==> src/rtl/ulim_pkg.sv <==
`timescale 1ns/1ps
package ulim_pkg;
   localparam int REG_BYTES = 8;
   localparam int REG_W     = REG_BYTES * 8;
   localparam int LOCK_BIT  = 0;

   typedef logic [REG_W-1:0]     cfg_word_t;
   typedef logic [REG_BYTES-1:0] cfg_be_t;

   // bits that software can change: the protect bit plus the limit field
   function automatic cfg_word_t writable_mask(input int addr_w, input int lim_lsb);
      cfg_word_t m;
      m = '0;
      for (int i = 0; i < REG_W; i++) begin
         if (i == LOCK_BIT || (i >= lim_lsb && i < addr_w)) m[i] = 1'b1;
      end
      return m;
   endfunction
endpackage

==> src/rtl/ulim_win_decode.sv <==
`timescale 1ns/1ps
module ulim_win_decode
   import ulim_pkg::*;
#(
   parameter int               CFG_AW = 12,
   parameter logic [CFG_AW-1:0] OFFSET = 12'hA8
) (
   input  logic [CFG_AW-1:0] cfg_addr,
   input  logic              cfg_wr_en,
   input  cfg_word_t         word_i,
   output logic              sel_wr_o,
   output cfg_word_t         rdata_o
);
   localparam int BYTE_SEL_W = $clog2(REG_BYTES);

   if (OFFSET[BYTE_SEL_W-1:0] != '0) begin : g_bad_align
      $error("window offset must be aligned to the word size");
   end

   logic sel;
   assign sel      = (cfg_addr[CFG_AW-1:BYTE_SEL_W] == OFFSET[CFG_AW-1:BYTE_SEL_W]);
   assign sel_wr_o = sel & cfg_wr_en;
   assign rdata_o  = sel ? word_i : '0;
endmodule

==> src/rtl/ulim_cfg_reg.sv <==
`timescale 1ns/1ps
module ulim_cfg_reg
   import ulim_pkg::*;
#(
   parameter int ADDR_W  = 39,
   parameter int LIM_LSB = 20
) (
   input  logic                    clk,
   input  logic                    rst_n,
   input  logic                    wr_go,
   input  cfg_be_t                 be,
   input  cfg_word_t               wdata,
   input  logic                    trusted_lock,
   output cfg_word_t               word_o,
   output logic [ADDR_W-1:LIM_LSB] limit_o
);
   localparam cfg_word_t WMASK = writable_mask(ADDR_W, LIM_LSB);

   logic wr_ok;
   logic lock_q;

   assign lock_q = word_o[LOCK_BIT];
   assign wr_ok  = wr_go & ~lock_q & ~trusted_lock;

   for (genvar b = 0; b < REG_BYTES; b++) begin : g_lane
      localparam logic [7:0] LMASK = WMASK[b*8 +: 8];
      if (LMASK == 8'h00) begin : g_reserved
         assign word_o[b*8 +: 8] = 8'h00;
      end else begin : g_store
         logic [7:0] lane_q;
         always_ff @(posedge clk or negedge rst_n) begin
            if (!rst_n)               lane_q <= 8'h00;
            else if (wr_ok && be[b])  lane_q <= wdata[b*8 +: 8] & LMASK;
         end
         assign word_o[b*8 +: 8] = lane_q;
      end
   end

   assign limit_o = word_o[ADDR_W-1:LIM_LSB];

   // protect bit cannot be cleared by software
   a_r4_lock_sticky: assert property (@(posedge clk) disable iff (!rst_n)
      lock_q |=> lock_q);
   // nothing changes once protected
   a_r4_frozen: assert property (@(posedge clk) disable iff (!rst_n)
      lock_q |=> $stable(word_o));
   // trusted mode freezes the word
   a_r6_trusted_frozen: assert property (@(posedge clk) disable iff (!rst_n)
      trusted_lock |=> word_o == $past(word_o));
   // a full-lane accepted write lands with reserved bits dropped
   a_r2_write_lands: assert property (@(posedge clk) disable iff (!rst_n)
      (wr_go && !lock_q && !trusted_lock && &be) |=> word_o == ($past(wdata) & WMASK));
endmodule

==> src/rtl/ulim_range_cmp.sv <==
`timescale 1ns/1ps
module ulim_range_cmp #(
   parameter int ADDR_W   = 39,
   parameter int LIM_LSB  = 20,
   parameter int BASE_BIT = 32,
   parameter bit OUT_REG  = 1'b1
) (
   input  logic                    clk,
   input  logic                    rst_n,
   input  logic                    vld_i,
   input  logic [ADDR_W-1:0]       addr_i,
   input  logic [ADDR_W-1:LIM_LSB] limit_i,
   output logic                    hit_o,
   output logic                    vld_o
);
   localparam int LW = ADDR_W - LIM_LSB;
   localparam logic [LW-1:0] BASE_FIELD = LW'(1) << (BASE_BIT - LIM_LSB);

   logic above_base, below_lim, hit_c;
   assign above_base = |addr_i[ADDR_W-1:BASE_BIT];
   assign below_lim  = addr_i[ADDR_W-1:LIM_LSB] < limit_i;
   assign hit_c      = vld_i & above_base & below_lim;

   if (OUT_REG) begin : g_reg
      always_ff @(posedge clk or negedge rst_n) begin
         if (!rst_n) begin
            hit_o <= 1'b0;
            vld_o <= 1'b0;
         end else begin
            hit_o <= hit_c;
            vld_o <= vld_i;
         end
      end

      a_r9_hit_needs_vld: assert property (@(posedge clk) disable iff (!rst_n)
         hit_o |-> vld_o);
      a_r9_vld_follows: assert property (@(posedge clk) disable iff (!rst_n)
         vld_i |=> vld_o);
      a_r9_vld_drops: assert property (@(posedge clk) disable iff (!rst_n)
         !vld_i |=> !vld_o);
      a_r7_below_base_miss: assert property (@(posedge clk) disable iff (!rst_n)
         (vld_i && addr_i[ADDR_W-1:BASE_BIT] == '0) |=> !hit_o);
      a_r8_low_limit_miss: assert property (@(posedge clk) disable iff (!rst_n)
         (vld_i && limit_i <= BASE_FIELD) |=> !hit_o);
   end else begin : g_comb
      assign hit_o = hit_c;
      assign vld_o = vld_i;
   end
endmodule

==> src/rtl/upper_limit_decoder.sv <==
`timescale 1ns/1ps
module upper_limit_decoder
   import ulim_pkg::*;
#(
   parameter int              CFG_AW   = 12,
   parameter logic [CFG_AW-1:0] WIN_OFF = 12'hA8,
   parameter int              ADDR_W   = 39,
   parameter int              LIM_LSB  = 20,
   parameter int              BASE_BIT = 32,
   parameter bit              OUT_REG  = 1'b1
) (
   input  logic              clk,
   input  logic              rst_n,
   input  logic [CFG_AW-1:0] cfg_addr,
   input  logic              cfg_wr_en,
   input  logic [7:0]        cfg_be,
   input  logic [63:0]       cfg_wdata,
   output logic [63:0]       cfg_rdata,
   input  logic              trusted_lock,
   input  logic              host_vld,
   input  logic [ADDR_W-1:0] host_addr,
   output logic              dram_hit,
   output logic              dram_hit_vld
);
   if (ADDR_W > REG_W || ADDR_W <= BASE_BIT) begin : g_bad_aw
      $error("address width must exceed the base bit and fit the word");
   end
   if (LIM_LSB <= LOCK_BIT || LIM_LSB > BASE_BIT) begin : g_bad_lsb
      $error("limit field must sit above the protect bit and not above the base");
   end

   logic                    sel_wr;
   cfg_word_t               word;
   logic [ADDR_W-1:LIM_LSB] limit;

   ulim_win_decode #(.CFG_AW(CFG_AW), .OFFSET(WIN_OFF)) u_win (
      .cfg_addr (cfg_addr),
      .cfg_wr_en(cfg_wr_en),
      .word_i   (word),
      .sel_wr_o (sel_wr),
      .rdata_o  (cfg_rdata)
   );

   ulim_cfg_reg #(.ADDR_W(ADDR_W), .LIM_LSB(LIM_LSB)) u_reg (
      .clk         (clk),
      .rst_n       (rst_n),
      .wr_go       (sel_wr),
      .be          (cfg_be),
      .wdata       (cfg_wdata),
      .trusted_lock(trusted_lock),
      .word_o      (word),
      .limit_o     (limit)
   );

   ulim_range_cmp #(.ADDR_W(ADDR_W), .LIM_LSB(LIM_LSB), .BASE_BIT(BASE_BIT),
                    .OUT_REG(OUT_REG)) u_cmp (
      .clk    (clk),
      .rst_n  (rst_n),
      .vld_i  (host_vld),
      .addr_i (host_addr),
      .limit_i(limit),
      .hit_o  (dram_hit),
      .vld_o  (dram_hit_vld)
   );

   // an off-window write leaves the word untouched
   a_r10_offwin_ignored: assert property (@(posedge clk) disable iff (!rst_n)
      (cfg_wr_en && !sel_wr) |=> $stable(word));
endmodule

==> config.mk <==
export PLATFORM = sky130hd
export DESIGN_NAME = upper_limit_decoder
export DESIGN_NICKNAME = d
export VERILOG_FILES = /design/src/rtl/ulim_pkg.sv /design/src/rtl/ulim_win_decode.sv /design/src/rtl/ulim_cfg_reg.sv /design/src/rtl/ulim_range_cmp.sv /design/src/rtl/upper_limit_decoder.sv
export SDC_FILE = /design/constraint.sdc
export NUM_CORES = 1
export LEC_CHECK = 0
export ABC_AREA = 1
export BUFFER_PORTS_ARGS = -buffer_cell sky130_fd_sc_hd__buf_4
export CAP_MARGIN = 20
export CORE_MARGIN = 2
export CORE_UTILIZATION = 37
export DETAILED_ROUTE_END_ITERATION = 6
export PLACE_DENSITY = 0.79
export RECOVER_POWER = 50
export SYNTH_ARGS = -nofsm -noshare
export SYNTH_HDL_FRONTEND = slang
export SYNTH_SLANG_ARGS = --single-unit
==> constraint.sdc <==
create_clock -name clk -period 2.2 [get_ports clk]
set_input_delay 0.66 -clock clk [delete_from_list [all_inputs] [get_ports clk]]
set_output_delay 0.66 -clock clk [all_outputs]
set_load 0.02 [all_outputs]
==> run_results.csv <==
group,metric,value,unit
finish,num-fill-cells,502,
floorplan,die_width,77.2,um
setup_path,cpMostUsedCell,"buf_6",
yosys,yosysTopAreaCellShare,27.7,%
floorplan,fp.dieH,77.2,um
floorplan,die_area,5970,um^2
finish,area.growth.synth_to_final,39.0,%
setup_path,start_kind,"input port",
clocking,clock-root-buffer,"clkbuf_8",
place,dpl.hpwl,3480,um
clocking,cts_hold_buf,0,
floorplan,io_pins,194,
setup_path,crit_path_cell_trace,"buf_6, nor2_4, nand3_4, nor2_8, inv_6, buf_6, nor2_2, buf_6",
clocking,clockBufferDepth,2,
clocking,insertion_delay,0.26,ns
drt,drt-total-wl,4290,um
sta,fin_skew,0.00130,ns
setup_path,criticalPathCategory,"input port to output port",
clocking,clock-sinks,22,
power,ir_drop,0.167,mV
clocking,post_cts_buffers,0,
global_route,grt_pass1_wl,6860,um
setup_path,ff2ff_path_depth,9,
floorplan,fp-row-count,26,
drt,drt_iter0_drc,42,
clocking,cts_tree,"done",
yosys,synthesis.area,1980,um^2
drt,ant_nets,0,
global_route,grt_max_degree,23,
sta,report.final.hold_viol_count,0,
setup_path,cp-end-kind,"output port",
place,io_buffers,78,
setup_path,required,1.54,ns
setup_path,critPathBufInv,4,
global_route,grt_pass1_vias,1604,
drt,drc,0,
sta,fin_crit,2.19,ns
finish,multi_input_area,1170,um^2
drt,viasPerCell,4.07,
place,place_inst,409,
place,routabilityCongestion,0.801,
global_route,overflow,0,
sta,finalSetupViolations,0,
finish,n_antenna_cell,0,
hold_path,timing.hold.worst.class,"flop to flop",
clocking,htreeDepth,1,
clocking,cts_buffers,3,
drt,wire_per_inst,10.4,um
clocking,path_clk_slew,0.08,ns
sta,fmax,0.456,GHz
setup_path,max_stage_delay,0.14,ns
floorplan,coreArea,5140,um^2
hold_path,hold_path_depth,2,
yosys,ys_types,22,
sta,worstMarginPinSlew,1.23,ns
setup_path,cpMaxStageDelayCell,"buf_6",
yosys,yosys-top-cells-area,"dfrtp_1 (28%), buf_4 (17%), ha_1 (11%), inv_1 (9.5%), nand2_1 (9.3%)",
yosys,yosysSeqAreaShare,27.7,%
finish,register_area,551,um^2
global_route,antenna_found_initial,0,
yosys,synth.top_cells.by_count,"inv_1 (50), nand2_1 (49), buf_4 (44)",
setup_path,cp.depth,8,
yosys,synth_ff_type,"dfrtp_1",
drt,vias,1681,
yosys,synth_enable_flop_cells,0,
yosys,synth_most_common_cell,"inv_1",
power,p_leak,1.43,nW
yosys,synth.avg_cell_area,7.55,um^2
sta,final_max_slew_viol_count,0,
finish,layout.nets,491,
yosys,post-synth-top-area-cell,"dfrtp_1",
yosys,async_reset_ff_share,100,%
run_status,status,"finished, final reports clean",
sta,rsz0062_at_grt,"yes",
setup_path,crit_family,"simple AND/OR/NAND/NOR gates",
setup_path,worstPathArrival,1.53,ns
job,maxCapViolCount,0,
sta,relSlewSlack,18.3,%
finish,drive_gt1_share,38.8,%
finish,fin_util,53.7,%
yosys,yosys_warnings,0,
drt,drt_pass1_iterations,4,
finish,final_cells,413,
setup_path,critPathMaxFanout,7,
sta,fin_crit_sh,99.7,%
yosys,netlist_instances,263,
yosys,synth_seq_cells,22,
floorplan,start_util,38.6,%
global_route,grt.total_usage,14.3,%
power,power_density,323,nW/um^2
per-layer routing:
| layer | up-vias | part of all wire (%) | global-route usage, % |
|---|---|---|---|
| met3 | 4 | 8.6 | 3.65 |
| met1 | 738 | 37 | 16.3 |
| li1 | 860 | - | - |
| met4 | 0 | 1.0 | 4.64 |
| met5 | - | 0 | 0 |
| met2 | 79 | 53 | 25.7 |
timing repair:
item                                    in CTS  in global routing
pin swaps                                    6                  3
endpoints found under the setup margin      20                 20
gates resized for setup                     36                 23
gates cloned                                 1                  0
sequential cells by signal, summed over array words and instances (netlist names):
| name | count |
|---|---|
| u_cmp.vld_o | 1 |
| u_reg.g_lane.g_store.lane_q | 20 |
| u_cmp.hit_o | 1 |
worst register-to-register path: cells and delay by family (launching register included):
family	cells	cell delay (ns)
buffers and inverters	1	0.07
AND/OR/NAND/NOR	7	0.56
adder cells (fa/ha/maj)	1	0.29
flip-flops	1	0.35
cells in the final DEF (no fill, tap or decap):
| cell type | netlist | final |
|---|---|---|
| a21o_1 | 1 | 1 |
| a21oi_1 | 5 | 5 |
| buf_12 | 0 | 1 |
| buf_16 | 0 | 1 |
| buf_4 | 44 | 58 |
| buf_6 | 2 | 20 |
| clkbuf_1 | 0 | 1 |
| clkbuf_4 | 0 | 1 |
| clkbuf_8 | 0 | 3 |
| conb_1 | 1 | 44 |
| dfrtp_1 | 22 | 22 |
| ha_1 | 18 | 18 |
| inv_1 | 50 | 48 |
| inv_2 | 0 | 1 |
| inv_6 | 0 | 1 |
| nand2_1 | 49 | 49 |
| nand2_2 | 2 | 2 |
| nand3_1 | 2 | 2 |
| nand3_2 | 2 | 1 |
| nand3_4 | 2 | 3 |
| nand3b_4 | 1 | 1 |
| nand4_1 | 1 | 1 |
| nor2_1 | 34 | 14 |
| nor2_2 | 3 | 10 |
| nor2_4 | 1 | 14 |
| nor2_8 | 1 | 1 |
| o21ai_0 | 5 | 5 |
| o21ai_2 | 15 | 15 |
power breakdown:
group / leakage, nW / switching [mW] / internal [mW] / total (mW)
combinational: 1.11 / 0.137 / 0.0952 / 0.232
clock: 0.0216 / 0.131 / 0.122 / 0.253
sequential: 0.299 / 0.000423 / 0.406 / 0.406
total: 1.43 / 0.269 / 0.623 / 0.892
stage by stage:
step           power, mW  hold WS, ns  TNS [ns]  setup WS (ns)  instance area [um^2]
5_1_grt            0.946        0.515    -0.279        -0.0523                  2760
3_5_place_dp       0.641        0.459     -1.11         -0.103                  2490
3_3_place_gp       0.637        0.452    -0.859        -0.0846                  2490
6_report           0.892        0.486         0        0.00599                  2760
4_1_cts            0.901        0.284   -0.0228        -0.0196                  2670
2_1_floorplan      0.596        0.364         0        0.00263                  2150
path summary, 6_finish.rpt:
path | endpoint | slack, ns | startpoint
hold reg to reg | u_reg.g_lane[3].g_store.lane_q[3] | 0.49 | u_reg.g_lane[3].g_store.lane_q[3]
max in group asynchronous | u_reg.g_lane[2].g_store.lane_q[5] | 0.85 | rst_n
min in group asynchronous | u_cmp.vld_o | 0.63 | rst_n
setup reg to reg | u_cmp.hit_o | 0.81 | u_reg.g_lane[4].g_store.lane_q[6]
hold / removal | u_reg.g_lane[3].g_store.lane_q[3] | 0.49 | u_reg.g_lane[3].g_store.lane_q[3]
setup / recovery | cfg_rdata[36] | 0.006 | cfg_addr[8]
cell families after synthesis:
kind of cell	Yosys count	share of synthesized area (%)
buffers and inverters	98	27.7
AOI/OAI and AO/OA	26	9.52
other	1	0.189
DFF	22	27.7
and+or+nand+nor	98	23.5
adders and majority gates	18	11.3
area by class of cell:
class                      count  area share [%]
multi-input combinational    186            42.3
sequential                    22            20.0
inverter                      50            6.98
timing repair buffer          82            26.1
tap                           70            3.17
clock buffer                   3            1.50
Note: power is estimated with default switching activity, not from simulation.
